--- config.mk ---
export PLATFORM = sky130hd
export DESIGN_NAME = frame_xfer_seq
export DESIGN_NICKNAME = d
export VERILOG_FILES = /design/src/rtl/fxs_pkg.sv /design/src/rtl/fxs_half_trig.sv /design/src/rtl/fxs_word_ctr.sv /design/src/rtl/fxs_ctrl.sv /design/src/rtl/frame_xfer_seq.sv
export SDC_FILE = /design/constraint.sdc
export NUM_CORES = 1
export LEC_CHECK = 0
export BUFFER_PORTS_ARGS = -buffer_cell sky130_fd_sc_hd__buf_4
export CELL_PAD_IN_SITES_DETAIL_PLACEMENT = 1
export CELL_PAD_IN_SITES_GLOBAL_PLACEMENT = 1
export CORE_ASPECT_RATIO = 0.75
export CORE_MARGIN = 2
export CORE_UTILIZATION = 24
export CTS_CLUSTER_SIZE = 14
export DETAILED_ROUTE_END_ITERATION = 12
export PLACE_DENSITY_LB_ADDON = 0.1
export SLEW_MARGIN = 20
export SYNTH_ARGS = -nofsm -noshare
export SYNTH_HDL_FRONTEND = slang
export SYNTH_SLANG_ARGS = --single-unit
--- constraint.sdc ---
create_clock -name clk -period 2.05 [get_ports clk]
set_clock_uncertainty 0.15 [all_clocks]
set_input_delay 0.205 -clock clk [delete_from_list [all_inputs] [get_ports clk]]
set_output_delay 0.205 -clock clk [all_outputs]
set_load 0.1 [all_outputs]
--- src/rtl/fxs_pkg.sv ---
package fxs_pkg;
  typedef enum logic [1:0] {
    ST_IDLE = 2'd0,
    ST_CAPT = 2'd1,
    ST_READ = 2'd2,
    ST_STOP = 2'd3
  } fxs_state_t;
endpackage

--- src/rtl/fxs_half_trig.sv ---
// Half-full crossing detector: one request per upward crossing while enabled.
module fxs_half_trig #(
  parameter int LVL_W = 5,
  parameter int HALF  = 16
) (
  input  logic             clk,
  input  logic             rst,
  input  logic             en,
  input  logic [LVL_W-1:0] level,
  output logic             req_o
);
  localparam logic [LVL_W-1:0] THR = LVL_W'(HALF);

  logic armed_q;
  logic req_q;
  logic hit;

  assign hit = (level >= THR);

  always_ff @(posedge clk) begin
    if (rst) begin
      armed_q <= 1'b1;
      req_q   <= 1'b0;
    end else begin
      req_q <= en && armed_q && hit;
      if (!hit)
        armed_q <= 1'b1;
      else if (en && armed_q)
        armed_q <= 1'b0;
    end
  end

  assign req_o = req_q;
endmodule

--- src/rtl/fxs_word_ctr.sv ---
// Per-frame word counter; advances only on accepted reads.
module fxs_word_ctr #(
  parameter int FRAME_WORDS = 16
) (
  input  logic clk,
  input  logic rst,
  input  logic adv,
  output logic last_o
);
  localparam int CNT_W = (FRAME_WORDS > 1) ? $clog2(FRAME_WORDS) : 1;
  localparam logic [CNT_W-1:0] LAST_IDX = CNT_W'(FRAME_WORDS - 1);

  logic [CNT_W-1:0] cnt_q;

  always_ff @(posedge clk) begin
    if (rst)
      cnt_q <= '0;
    else if (adv)
      cnt_q <= (cnt_q == LAST_IDX) ? '0 : cnt_q + 1'b1;
  end

  assign last_o = (cnt_q == LAST_IDX);
endmodule

--- src/rtl/fxs_ctrl.sv ---
// Phase sequencer: idle -> capture -> readback -> capture / stop -> idle.
module fxs_ctrl
  import fxs_pkg::*;
(
  input  logic       clk,
  input  logic       rst,
  input  logic       start,
  input  logic       irq,
  input  logic       xfer,
  input  logic       last,
  input  logic       ok,
  output fxs_state_t state_o
);
  fxs_state_t st_q, st_d;

  always_comb begin
    st_d = st_q;
    unique case (st_q)
      ST_IDLE: if (start) st_d = ST_CAPT;
      ST_CAPT: if (irq)   st_d = ST_READ;
      ST_READ: if (xfer && last) st_d = ok ? ST_CAPT : ST_STOP;
      ST_STOP: st_d = ST_IDLE;
      default: st_d = ST_IDLE;
    endcase
  end

  always_ff @(posedge clk) begin
    if (rst) st_q <= ST_IDLE;
    else     st_q <= st_d;
  end

  assign state_o = st_q;
endmodule

--- src/rtl/frame_xfer_seq.sv ---
module frame_xfer_seq
  import fxs_pkg::*;
#(
  parameter int LVL_W       = 5,
  parameter int HALF        = 16,
  parameter int DATA_W      = 16,
  parameter int FRAME_WORDS = 16
) (
  input  logic              clk,
  input  logic              rst,
  input  logic              start_i,
  input  logic [LVL_W-1:0]  ob_level_i,
  input  logic              irq_done_i,
  input  logic              rb_valid_i,
  input  logic [DATA_W-1:0] rb_data_i,
  input  logic              rb_ok_i,
  input  logic              out_ready_i,
  output logic              acq_en_o,
  output logic              dma_req_o,
  output logic              rb_ready_o,
  output logic              out_valid_o,
  output logic [DATA_W-1:0] out_data_o,
  output logic              out_last_o,
  output logic              stop_o
);
  fxs_state_t state;
  logic       in_read;
  logic       xfer;
  logic       last;

  assign in_read = (state == ST_READ);
  assign xfer    = in_read && rb_valid_i && out_ready_i;

  fxs_ctrl u_ctrl (
    .clk     (clk),
    .rst     (rst),
    .start   (start_i),
    .irq     (irq_done_i),
    .xfer    (xfer),
    .last    (last),
    .ok      (rb_ok_i),
    .state_o (state)
  );

  fxs_half_trig #(.LVL_W(LVL_W), .HALF(HALF)) u_trig (
    .clk   (clk),
    .rst   (rst),
    .en    (state == ST_CAPT),
    .level (ob_level_i),
    .req_o (dma_req_o)
  );

  fxs_word_ctr #(.FRAME_WORDS(FRAME_WORDS)) u_ctr (
    .clk    (clk),
    .rst    (rst),
    .adv    (xfer),
    .last_o (last)
  );

  assign acq_en_o    = (state == ST_CAPT);
  assign rb_ready_o  = xfer;
  assign out_valid_o = in_read && rb_valid_i;
  assign out_data_o  = rb_data_i;
  assign out_last_o  = in_read && last;
  assign stop_o      = (state == ST_STOP);
endmodule

==> results of run 1 <==
logic make-up after synthesis:
group | after synthesis
simple gates | 20
fa+ha+maj | 1
compound gates | 11
buf+inv | 20
flops | 8
layer usage:
layer,vias up,part of all wire [%],wire [µm]
li1,188,-,-
met1,171,49,458
met2,17,38,358
met3,4,9.7,90
met4,0,2.7,25
met5,-,0,0
final cells by class:
type | count | area, µm²
Tap cell | 24 | 30.03
Sequential cell | 8 | 160.2
Multi-Input combinational cell | 32 | 214.0
Timing Repair Buffer | 14 | 107.6
Fill cell | 244 | 1448
Inverter | 4 | 15.01
Clock buffer | 3 | 22.52
flip-flops by register name, summed over array words and instances (netlist names):
register and count:
u_trig.armed_q 1, u_ctr.cnt_q 4, u_trig.req_o 1, u_ctrl.state_o 2
worst max path at each step:
| stage | end | slack [ns] | cells past startpoint |
|---|---|---|---|
| 2_1_floorplan | out_last_o | 0.20 | 3 |
| 3_3_place_gp | out_last_o | 0.49 | 4 |
| 3_5_place_dp | out_last_o | 0.50 | 4 |
| 4_1_cts | out_last_o | 0.22 | 4 |
| 5_1_grt | out_last_o | 0.14 | 4 |
| 6_report | out_last_o | 0.24 | 4 |
per-stage QoR:
| stage | power [mW] | hold slack, ns | area [µm²] | util, % | std cells |
|---|---|---|---|---|---|
| finish | 0.3474 | 0.02036 | 549.3 | 27.51 | 85 |
| global placement | 0.2337 | 0.2607 | 516.7 | 25.88 | 81 |
| global route | 0.3676 | 0.02965 | 549.3 | 27.51 | 85 |
| CTS | 0.3569 | 0.01824 | 549.3 | 27.51 | 85 |
| detailed placement | 0.2333 | 0.2607 | 516.7 | 25.88 | 81 |
| floorplan | 0.3575 | 0.1241 | 509.2 | - | 60 |
cells in the final DEF, fill, tap and decap left out, types with 2 or more instances in the layout:
cell type,synthesis,final
buf_4,16,13
dfxtp_1,8,8
a21oi_1,6,6
nand2_1,5,5
inv_1,4,4
clkbuf_4,0,3
nor2_2,0,2
nand3_1,2,2
nand2b_1,2,2
critical path: stages, from the launching register on:
cell and delay [ns]:
dfxtp_1 0.38, ha_1 0.23, nand3_1 0.17, nor2_2 0.12
buf_4 0.29
synthesized netlist by cell type:
cell / count / area [µm²]
a21oi_1: 6 / 30.03
buf_4: 16 / 120.1
nand4b_4: 1 / 23.77
nand2b_1: 2 / 12.51
and2b_2: 1 / 8.760
or4_1: 1 / 7.510
a221oi_1: 1 / 8.760
nor2_1: 3 / 11.26
or2b_1: 1 / 7.510
nand3b_1: 1 / 7.510
and2_2: 1 / 7.510
o21ba_2: 1 / 10.01
nand3_1: 2 / 10.01
nor2b_1: 1 / 6.260
o31ai_1: 1 / 7.510
o21ai_0: 1 / 5.000
inv_1: 4 / 15.01
dfxtp_1: 8 / 160.2
a21o_1: 1 / 7.510
nand2_1: 5 / 18.77
and3_1: 1 / 6.260
ha_1: 1 / 12.51
where the power goes:
part	switching (mW)	total [mW]	internal [mW]
Combinational	0.0409	0.0655	0.0247
Clock	0.0500	0.117	0.0667
Sequential	0.00466	0.165	0.160
==> summary.md, run 1 <==
| Metric | Value |
|---|---|
| Hold endpoint | `u_ctr.cnt_q[0]` |
| Worst Hold Depth | `2` |
| CP Launch Point | `u_ctr.cnt_q[0]` |
| Total Routed Length | `~930 µm` |
| Crit path DAT | `~1.5 ns` |
| Status | `finished clean` |
| Vias in the first global route | `approximately 350` |
| Cts repair resizes | `0` |
| Met2 Usage GRT | `a little over a tenth` |
| DRT iter0 DRCs | `6` |
| Ports | `50` |
| Leak | `0.2443 nW` |
| CP Data Required Time | `1.69 ns` |
| Worst skew pair latency | `~0.25 ns` |
| Dpl ws | `~0.50 ns` |
| Post-DP HPWL | `between 700 and 800 µm` |
| VDD IR max | `0.1948 mV` |
| Initial antenna violation count | `0` |
| Core ar. | `0.001997 mm²` |
| Hold Crit Class | `primary input to register` |
| Antenna Nets Post-Route | `0` |
| Slew margin rel. | `81.58%` |
| Global-route met1 utilization | `between 10% and 20%` |
| Final #Nets | `92` |
| Internal reg-to-reg setup slack | `between 0.6 and 0.7 ns` |
| Die Y | `about 44 µm` |
| R2R depth | `3` |
| Hold path startpoint | `rst` |
| CTS Hold Bufs | `1` |
| Clk buf depth | `2` |
| Gr busiest metal | `met1` |
| Buffers on Ports | `13` |
| GR Util All Layers | `around 8.4%` |
| PD cells | `632.5 mW/mm²` |
| Rows | `14` |
| Largest net degree at the start of global routing | `8` |
| First-pass GRT wire length | `about 1500 µm` |
| Setup ws final | `roughly 0.24 ns` |
| Count of cell types in the netlist | `22` |
| Synth warnings | `0` |
| Die Width | `between 50 and 60 µm` |
| Max Freq | `553.9 MHz` |
| Final hold vios | `0` |
| Global route overflow | `0` |
| Sequential area share after synthesis | `approximately a third` |
| Worst Tran Pin Value | `approximately 0.28 ns` |
| Mapped Avg Cell Area | `8.404 µm²` |
| Routability cong. | `between 0.6 and 0.7` |
| Initial Utilization | `approximately 25%` |
| Post-Synth XOR/XNOR Area | `0%` |
| Simple-Gate Fraction of Synth Area | `between 20% and 30%` |
| Main combinational cell family by area after synthesis | `buffers and inverters` |
| Adder-Cell Fraction of Synth Area | `under 10%` |
| Clock Sinks | `8` |
| H-tree depth | `1` |
| Syn_nets | `between 80 and 90` |
| TritonCTS buffer count | `3` |
| R2R Path End | `u_ctr.cnt_q[3]` |
| Minimum clock period | `~1.8 ns` |
| Max-slew violation count | `0` |
| CTS clk-pin slew, worst paths | `~0.050 ns` |
| DRC errors left | `0` |
| Setup Viol. Count Final | `0` |
| Synthesis-to-layout area growth | `8.933%` |
| Fin Setup TNS | `0 ns` |
| Reg2reg start | `u_ctrl.state_o[1]` |
| Register bit total from synthesis | `8` |
| Root Driver | `clkbuf_4` |
| CP Launch Type | `register` |
| Worst setup EP type | `output port` |
| Max-cap violations | `0` |
| Share of cells above drive strength 1 | `a little over a third` |
| DR pass1 iterations | `2` |
| Die ar. | `approximately 0.0025 mm²` |
| Worst-path maximum fanout | `5` |
| Setup Fix Bufs, Post-CTS | `0` |
| Synth Area in Compound Gates | `a little over an eighth` |
| Critical path class | `register to output port` |
| Vias | `between 300 and 400` |
| Antenna cells | `0` |
| DR vias/cell | `between 4 and 5` |
| Routed len/inst | `between 10 and 15 µm` |
| Post-synthesis cell area | `504.2 µm²` |
| Mux contribution to synthesized area | `0%` |
| Synthesized instance count | `60` |
| RSZ-0062 raised after global routing | `no` |
| CTS tree | `built` |
| Final Cycle Share | `88.06%` |
| Global routing usage on met3 | `under 10%` |
No activity file was read; power rests on OpenSTA's default activity.
==> inputs of run 2 (changes only) <==
ABC_AREA = 1   (was not set)
CORE_UTILIZATION = 23   (was 24)
CTS_CLUSTER_DIAMETER = 120   (was not set)
==> summary.md, run 2 <==
| Metric | Value |
|---|---|
| Root Driver | `clkbuf_4` |
| TritonCTS buffer count | `3 (unchanged)` |
| Post-synth top flop | `dfxtp_1` |
| Synth warnings | `0 (unchanged)` |
| Mux contribution to synthesized area | `0% (unchanged)` |
| VDD IR max | `0.2651 mV (+36%)` |
| Post-Synth XOR/XNOR Area | `1.724% (+1.7 points)` |
| Initial antenna violation count | `0 (unchanged)` |
| Global route overflow | `0 (unchanged)` |
| Largest net degree at the start of global routing | `9 (+1)` |
| Syn_nets | `98 (+10%)` |
| Sw frac | `35.04% (+7.5 points)` |
| P_sw | `0.1416 mW (+48%)` |
| EDFF count, synth | `0 (unchanged)` |
| Max Freq | `576.2 MHz (+4.0%)` |
| Post-synthesis cell area | `508.0 µm² (+0.74%)` |
| Layout Cells excl Fill | `95 (+12%)` |
| Routed len/inst | `10.99 µm (+0.23%)` |
| Rows | `14 (unchanged)` |
| Clk buf depth | `2 (unchanged)` |
| CP Data Required Time | `1.69 ns (about the same)` |
| Sequential cell fraction of total power | `42.1% (-5.4 points)` |
| R2R depth | `5 (+2)` |
| Worst-path maximum fanout | `4 (-1)` |
| Core ar. | `0.002049 mm² (+2.6%)` |
| Area of the multi-input gates | `191.4 µm² (-11%)` |
| Antenna cells | `0 (unchanged)` |
| H-tree depth | `1 (unchanged)` |
| Final hold vios | `0 (unchanged)` |
| Sequential area share after synthesis | `31.53% (-0.23 points)` |
| Synthesis-to-layout area growth | `10.84%` |
| Minimum clock period | `1.736 ns (-0.06980 ns)` |
| Post-synth top cells | `buf_4, inv_1, nand2_1` |
| FF/Latch Area | `160.2 µm² (unchanged)` |
| Largest register by flop count | `u_ctr.cnt_q` |
| Register bit total from synthesis | `8 (unchanged)` |
| CTS tree | `built` |
| Clock Sinks | `8 (unchanged)` |
| Simple-Gate Fraction of Synth Area | `23.15% (-2.2 points)` |
| Int Pwr | `0.2626 mW (+4.3%)` |
| Ports | `50 (unchanged)` |
| Worst Hold Depth | `4 (+2)` |
| PD cells | `718.0 mW/mm² (+14%)` |
| Final Util | `27.47% (-0.034 points)` |
| Leak | `0.2616 nW (+7.1%)` |
| Share of cells above drive strength 1 | `28.17% (-7.9 points)` |
| Power share of the clock group | `30.6% (-3.0 points)` |
| Slew margin rel. | `81.49% (-0.088 points)` |
| Max FFs per register | `4 (unchanged)` |
| Worst setup EP type | `output port` |
| Max-slew violation count | `0 (unchanged)` |
| Total Routed Length | `1044 µm (+12%)` |
| Most common cell in the netlist | `buf_4` |
| DRC errors left | `0 (unchanged)` |
| Status | `finished clean` |
| Synthesized instance count | `69 (+15%)` |
| Synth Area in Compound Gates | `9.360% (-4.3 points)` |
| Final Cycle Share | `84.66% (-3.4 points)` |
| Worst Tran Pin Value | `0.2800 ns (+0.001335 ns)` |
| Buffers on Ports | `13 (unchanged)` |
| Post-DP HPWL | `831 µm (+17%)` |
| Comb power frac | `27.3% (+8.4 points)` |
| Main combinational cell family by area after synthesis | `buffers and inverters` |
| Synth async-reset ratio | `0% (unchanged)` |
| Synth top area cells | `dfxtp_1, buf_4, inv_1` |
| Commonest non-fill, non-tap cells in the layout | `buf_4, inv_1, nand2_1, dfxtp_1` |
| Vias | `406 (+6.8%)` |
| Crit path DAT | `1.38 ns (-0.07 ns)` |
| Count of cell types in the netlist | `16 (-27%)` |
| CTS clk-pin slew, worst paths | `0.06 ns (about the same)` |
| Commonest non-fill, non-tap cell in the layout | `buf_4` |
| Antenna Nets Post-Route | `0 (unchanged)` |
| Vias in the first global route | `417 (+18%)` |
| Critical path class | `register to output port` |
| Setup Viol. Count Final | `0 (unchanged)` |
| DR pass1 iterations | `4 (+2)` |
| Routability cong. | `0.6332 (-3.0%)` |
| Die Y | `44.70 µm (+2.3%)` |
| RSZ-0062 raised after global routing | `no` |
| Adder-Cell Fraction of Synth Area | `2.463% (-0.018 points)` |
| Hold Crit Class | `primary input to register` |
| GR Util All Layers | `9.644% (+1.3 points)` |
| CP Launch Type | `register` |
| Yosys top cell by area | `dfxtp_1` |
| Cts repair resizes | `0 (unchanged)` |
| Placed Cells | `90 (+11%)` |
| DR vias/cell | `4.274 (-4.4%)` |
| Final #Nets | `102 (+11%)` |
| Die ar. | `0.002604 mm² (+4.7%)` |
| Fill cell count | `253 (+3.7%)` |
| Max-cap violations | `0 (unchanged)` |
| Setup Fix Bufs, Post-CTS | `0 (unchanged)` |
| Synth top area share | `31.53% (-0.23 points)` |
| Die Width | `58.27 µm (+2.4%)` |
| Initial Utilization | `24.79% (-0.46 points)` |
| First-pass GRT wire length | `1814 µm (+21%)` |
| Worst skew pair latency | `0.25 ns (about the same)` |
| Mapped Avg Cell Area | `7.362 µm² (-12%)` |
| Fin Setup TNS | `0 ns (unchanged)` |
| CTS Hold Bufs | `2 (+1)` |
| DRT iter0 DRCs | `9 (+3)` |
[run 2: changes by cell type after synthesis, moves of 2 or more]
cell      change
a21oi_1       -2
inv_1         +7
nand2_1       +6
nand2b_1      -2
nand3_1       +2
nor2_1        +2
nor3_1        +2
[run 2: power by group through the flow]
| stage | Combinational, mW | Sequential, mW | Clock (mW) |
|---|---|---|---|
| after floorplan | 0.219 | 0.179 | 0 |
| after global placement | 0.109 | 0.174 | 0 |
| after detailed placement | 0.109 | 0.174 | 0 |
| after CTS | 0.112 | 0.171 | 0.133 |
| after global routing | 0.119 | 0.172 | 0.135 |
| final | 0.110 | 0.170 | 0.124 |
[run 2: stage by stage]
step                      setup slack (ns)  hold WS (ns)  power, mW  instance area [µm²]
after detailed placement            0.5769        0.2607     0.2828                520.5
after CTS                           0.2884       0.08310     0.4153                563.0
after global routing                0.1896        0.1011     0.4265                563.0
after global placement              0.5845        0.2607     0.2828                520.5
after floorplan                     0.2514        0.1174     0.3980                513.0
final                               0.3145       0.08745     0.4043                563.0
[run 2: cell families (layout without fill, tap and decap cells)]
family                     count (synthesis)  in the layout
buffers and inverters                     27             29
DFF                                        8              8
adders and majority gates                  1              1
AOI/OAI and AO/OA                          8              8
xor gates and xnor gates                   1              1
and+or+nand+nor                           24             24
[run 2: worst paths after layout]
| path | from | end | slack (ns) |
|---|---|---|---|
| worst min register to register | u_trig.armed_q | u_trig.req_o | 0.31 |
| worst max-delay path | u_ctr.cnt_q[0] | out_last_o | 0.31 |
| worst max register to register | u_ctr.cnt_q[0] | u_ctrl.state_o[0] | 0.68 |
| worst min-delay path | rb_ok_i | u_ctrl.state_o[1] | 0.09 |
[run 2: area by class of cell]
| type | instances | area share (%) |
|---|---|---|
| Timing Repair Buffer | 15 | 20.89 |
| Tap cell | 24 | 5.333 |
| Clock buffer | 3 | 4.000 |
| Sequential cell | 8 | 28.44 |
| Inverter | 11 | 7.333 |
| Multi-Input combinational cell | 34 | 34.00 |
[run 2: per-layer routing]
metal	track usage [%]	vias to the layer above	part of all wire, %
li1	-	202	-
met1	11.75	184	47
met2	13.48	14	44
met3	3.152	6	5.8
met4	8.837	0	2.6
met5	0	-	0
[run 2: critical path, stage by stage, from the launching register on]
cell     delay, ns
dfxtp_1       0.38
ha_1          0.21
nand3_1       0.14
nor2_2        0.11
buf_4         0.29
==> inputs of run 3 (changes only) <==
CORE_UTILIZATION = 19   (was 23)
clock period = 1.5 ns   (was 2.05 ns; I/O delays follow)
==> summary.md, run 3 (synthesis gave the netlist of run 2 again) <==
| Metric | Value |
|---|---|
| Post-DP HPWL | `874.5 µm (+5.2%)` |
| Root Driver | `clkbuf_4` |
| Antenna cells | `0 (unchanged)` |
| Power share of the clock group | `28.6% (-2.0 points)` |
| CTS clk-pin slew, worst paths | `0.06 ns (about the same)` |
| Worst Tran Pin Value | `0.2787 ns (-0.001261 ns)` |
| Final Util | `27.96% (+0.48 points)` |
| Vias | `420 (+3.4%)` |
| DRC errors left | `0 (unchanged)` |
| RSZ-0062 raised after global routing | `yes` |
| Critical path class | `register to output port` |
| Vias in the first global route | `473 (+13%)` |
| Final Cycle Share | `98.93%` |
| Gr busiest metal | `met2` |
| Hold Crit Class | `primary input to register` |
| Sequential cell fraction of total power | `40.5% (-1.6 points)` |
| CTS tree | `built` |
| First-pass GRT wire length | `1952 µm (+7.6%)` |
| Max-slew violation count | `0 (unchanged)` |
| Initial Utilization | `19.67% (-5.1 points)` |
| P_sw | `0.2027 mW (+43%)` |
| Share of cells above drive strength 1 | `49.35% (+21 points)` |
| Slew margin rel. | `81.57% (+0.083 points)` |
| Leak | `0.2833 nW (+8.3%)` |
| Global routing usage on met3 | `4.619% (+1.5 points)` |
| Clk buf depth | `2 (unchanged)` |
| Antenna Nets Post-Route | `0 (unchanged)` |
| Die ar. | `0.003108 mm² (+19%)` |
| Max FFs per register | `4 (unchanged)` |
| Total Routed Length | `1148 µm (+10%)` |
| DRT iter0 DRCs | `2 (-7)` |
| Global route overflow | `0 (unchanged)` |
| DR pass1 iterations | `2 (-2)` |
| Clock Sinks | `8 (unchanged)` |
| Rows | `16 (+2)` |
| Commonest non-fill, non-tap cells in the layout | `buf_4, nand2_1, inv_1, dfxtp_1` |
| H-tree depth | `1 (unchanged)` |
| PD cells | `804.3 mW/mm² (+12%)` |
| GR Util All Layers | `8.067% (-1.6 points)` |
| Worst-path maximum fanout | `3 (-1)` |
| Commonest non-fill, non-tap cell in the layout | `buf_4` |
| Dpl ws | `0.1150 ns (-0.4618 ns)` |
| Buffers on Ports | `13 (unchanged)` |
| Setup ws final | `0.01607 ns (-0.2984 ns)` |
| Synthesis-to-layout area growth | `42.12%` |
| Comb power frac | `30.9% (+3.6 points)` |
| Largest register by flop count | `u_ctr.cnt_q` |
| CP Launch Type | `register` |
| Setup Viol. Count Final | `0 (unchanged)` |
| TritonCTS buffer count | `3 (unchanged)` |
| Sw frac | `34.90% (-0.13 points)` |
| Routed len/inst | `10.16 µm (-7.6%)` |
| Global-route met1 utilization | `10.03% (-1.7 points)` |
| Largest net degree at the start of global routing | `8 (-1)` |
| Crit path DAT | `1.18 ns (-0.20 ns)` |
| Met2 Usage GRT | `12.11% (-1.4 points)` |
| Worst skew pair latency | `0.25 ns (about the same)` |
| Initial antenna violation count | `0 (unchanged)` |
| Fill cell count | `297 (+17%)` |
| Max Freq | `673.9 MHz` |
| Die Y | `48.78 µm (+9.1%)` |
| Minimum clock period | `between 1 and 1.5 ns` |
| DR vias/cell | `3.717 (-13%)` |
| Worst setup EP type | `output port` |
| VDD IR max | `0.4918 mV (+86%)` |
| Final #Nets | `108 (+5.9%)` |
| Core ar. | `0.002582 mm² (+26%)` |
| CP Data Required Time | `1.20 ns (-0.49 ns)` |
| Die Width | `63.71 µm (+9.3%)` |
| Int Pwr | `0.3780 mW (+44%)` |
| Max-cap violations | `0 (unchanged)` |
| Routability cong. | `0.6372 (+0.63%)` |
| Status | `finished clean` |
| Final hold vios | `0 (unchanged)` |
| Ports | `50 (unchanged)` |
run 3: cell count changes in the layout (fill, tap and decap cells not counted), sizes merged:
| cell | delta |
|---|---|
| buf | +6 |
| clkinvlp | +2 |
| inv | -2 |
run 3: what timing repair did:
item / CTS / global route
setup buffers: 2 / 0
hold buffers: 2 / 0
hold endpoints to repair: 6 / 0
pin swaps: 1 / 1
resized for setup: 12 / 8
endpoints found under the setup margin: 4 / 4
run 3: through the flow:
step           cells  setup TNS (ns)  hold WS, ns  total power [mW]  area (µm²)
2_1_floorplan     69        -0.03997      0.06244            0.5521       536.8
6_report         113               0      0.02129            0.5807       721.9
3_3_place_gp     106               0       0.1507            0.3999       589.3
3_5_place_dp     106               0       0.1507            0.3986       589.3
5_1_grt          113        -0.05001      0.03370            0.6188       721.9
4_1_cts          113        -0.03534      0.01116            0.5880       690.7
run 3: worst paths after layout:
path                            cells past startpoint               from  slack (ns)                end
worst max-delay path                                4     u_ctr.cnt_q[0]        0.02         out_last_o
worst min register to register                      2     u_trig.armed_q        0.30       u_trig.req_o
worst min-delay path                                4            rb_ok_i        0.02  u_ctrl.state_o[1]
worst max register to register                      6  u_ctrl.state_o[0]        0.18  u_ctrl.state_o[0]
run 3: layout make-up:
cell class                 count  area (µm²)  area share (%)
clock buffer                   3       22.52           3.120
timing repair buffer          21       203.9           28.25
inverter                      11       48.80           6.759
tap                           36       45.04           6.239
multi-input combinational     34       237.7           32.93
sequential                     8       163.9           22.70
run 3: per-layer routing:
layer	up-vias	share of wire (%)
met5	-	0
met4	0	2.2
met3	2	8.8
met2	14	47
met1	188	42
li1	216	-
run 3: critical path, cell delays in order, from the launching register on:
cell and delay (ns):
dfxtp_2 0.36, ha_4 0.16, nand3_4 0.09, nor2_4 0.14
buf_12 0.18
run 3: power by group through the flow:
stage / combinational, mW / sequential (mW) / clock [mW]
floorplan: 0.308 / 0.244 / 0
global placement: 0.163 / 0.237 / 0
detailed placement: 0.162 / 0.237 / 0
CTS: 0.176 / 0.234 / 0.178
global route: 0.192 / 0.236 / 0.190
finish: 0.179 / 0.235 / 0.166
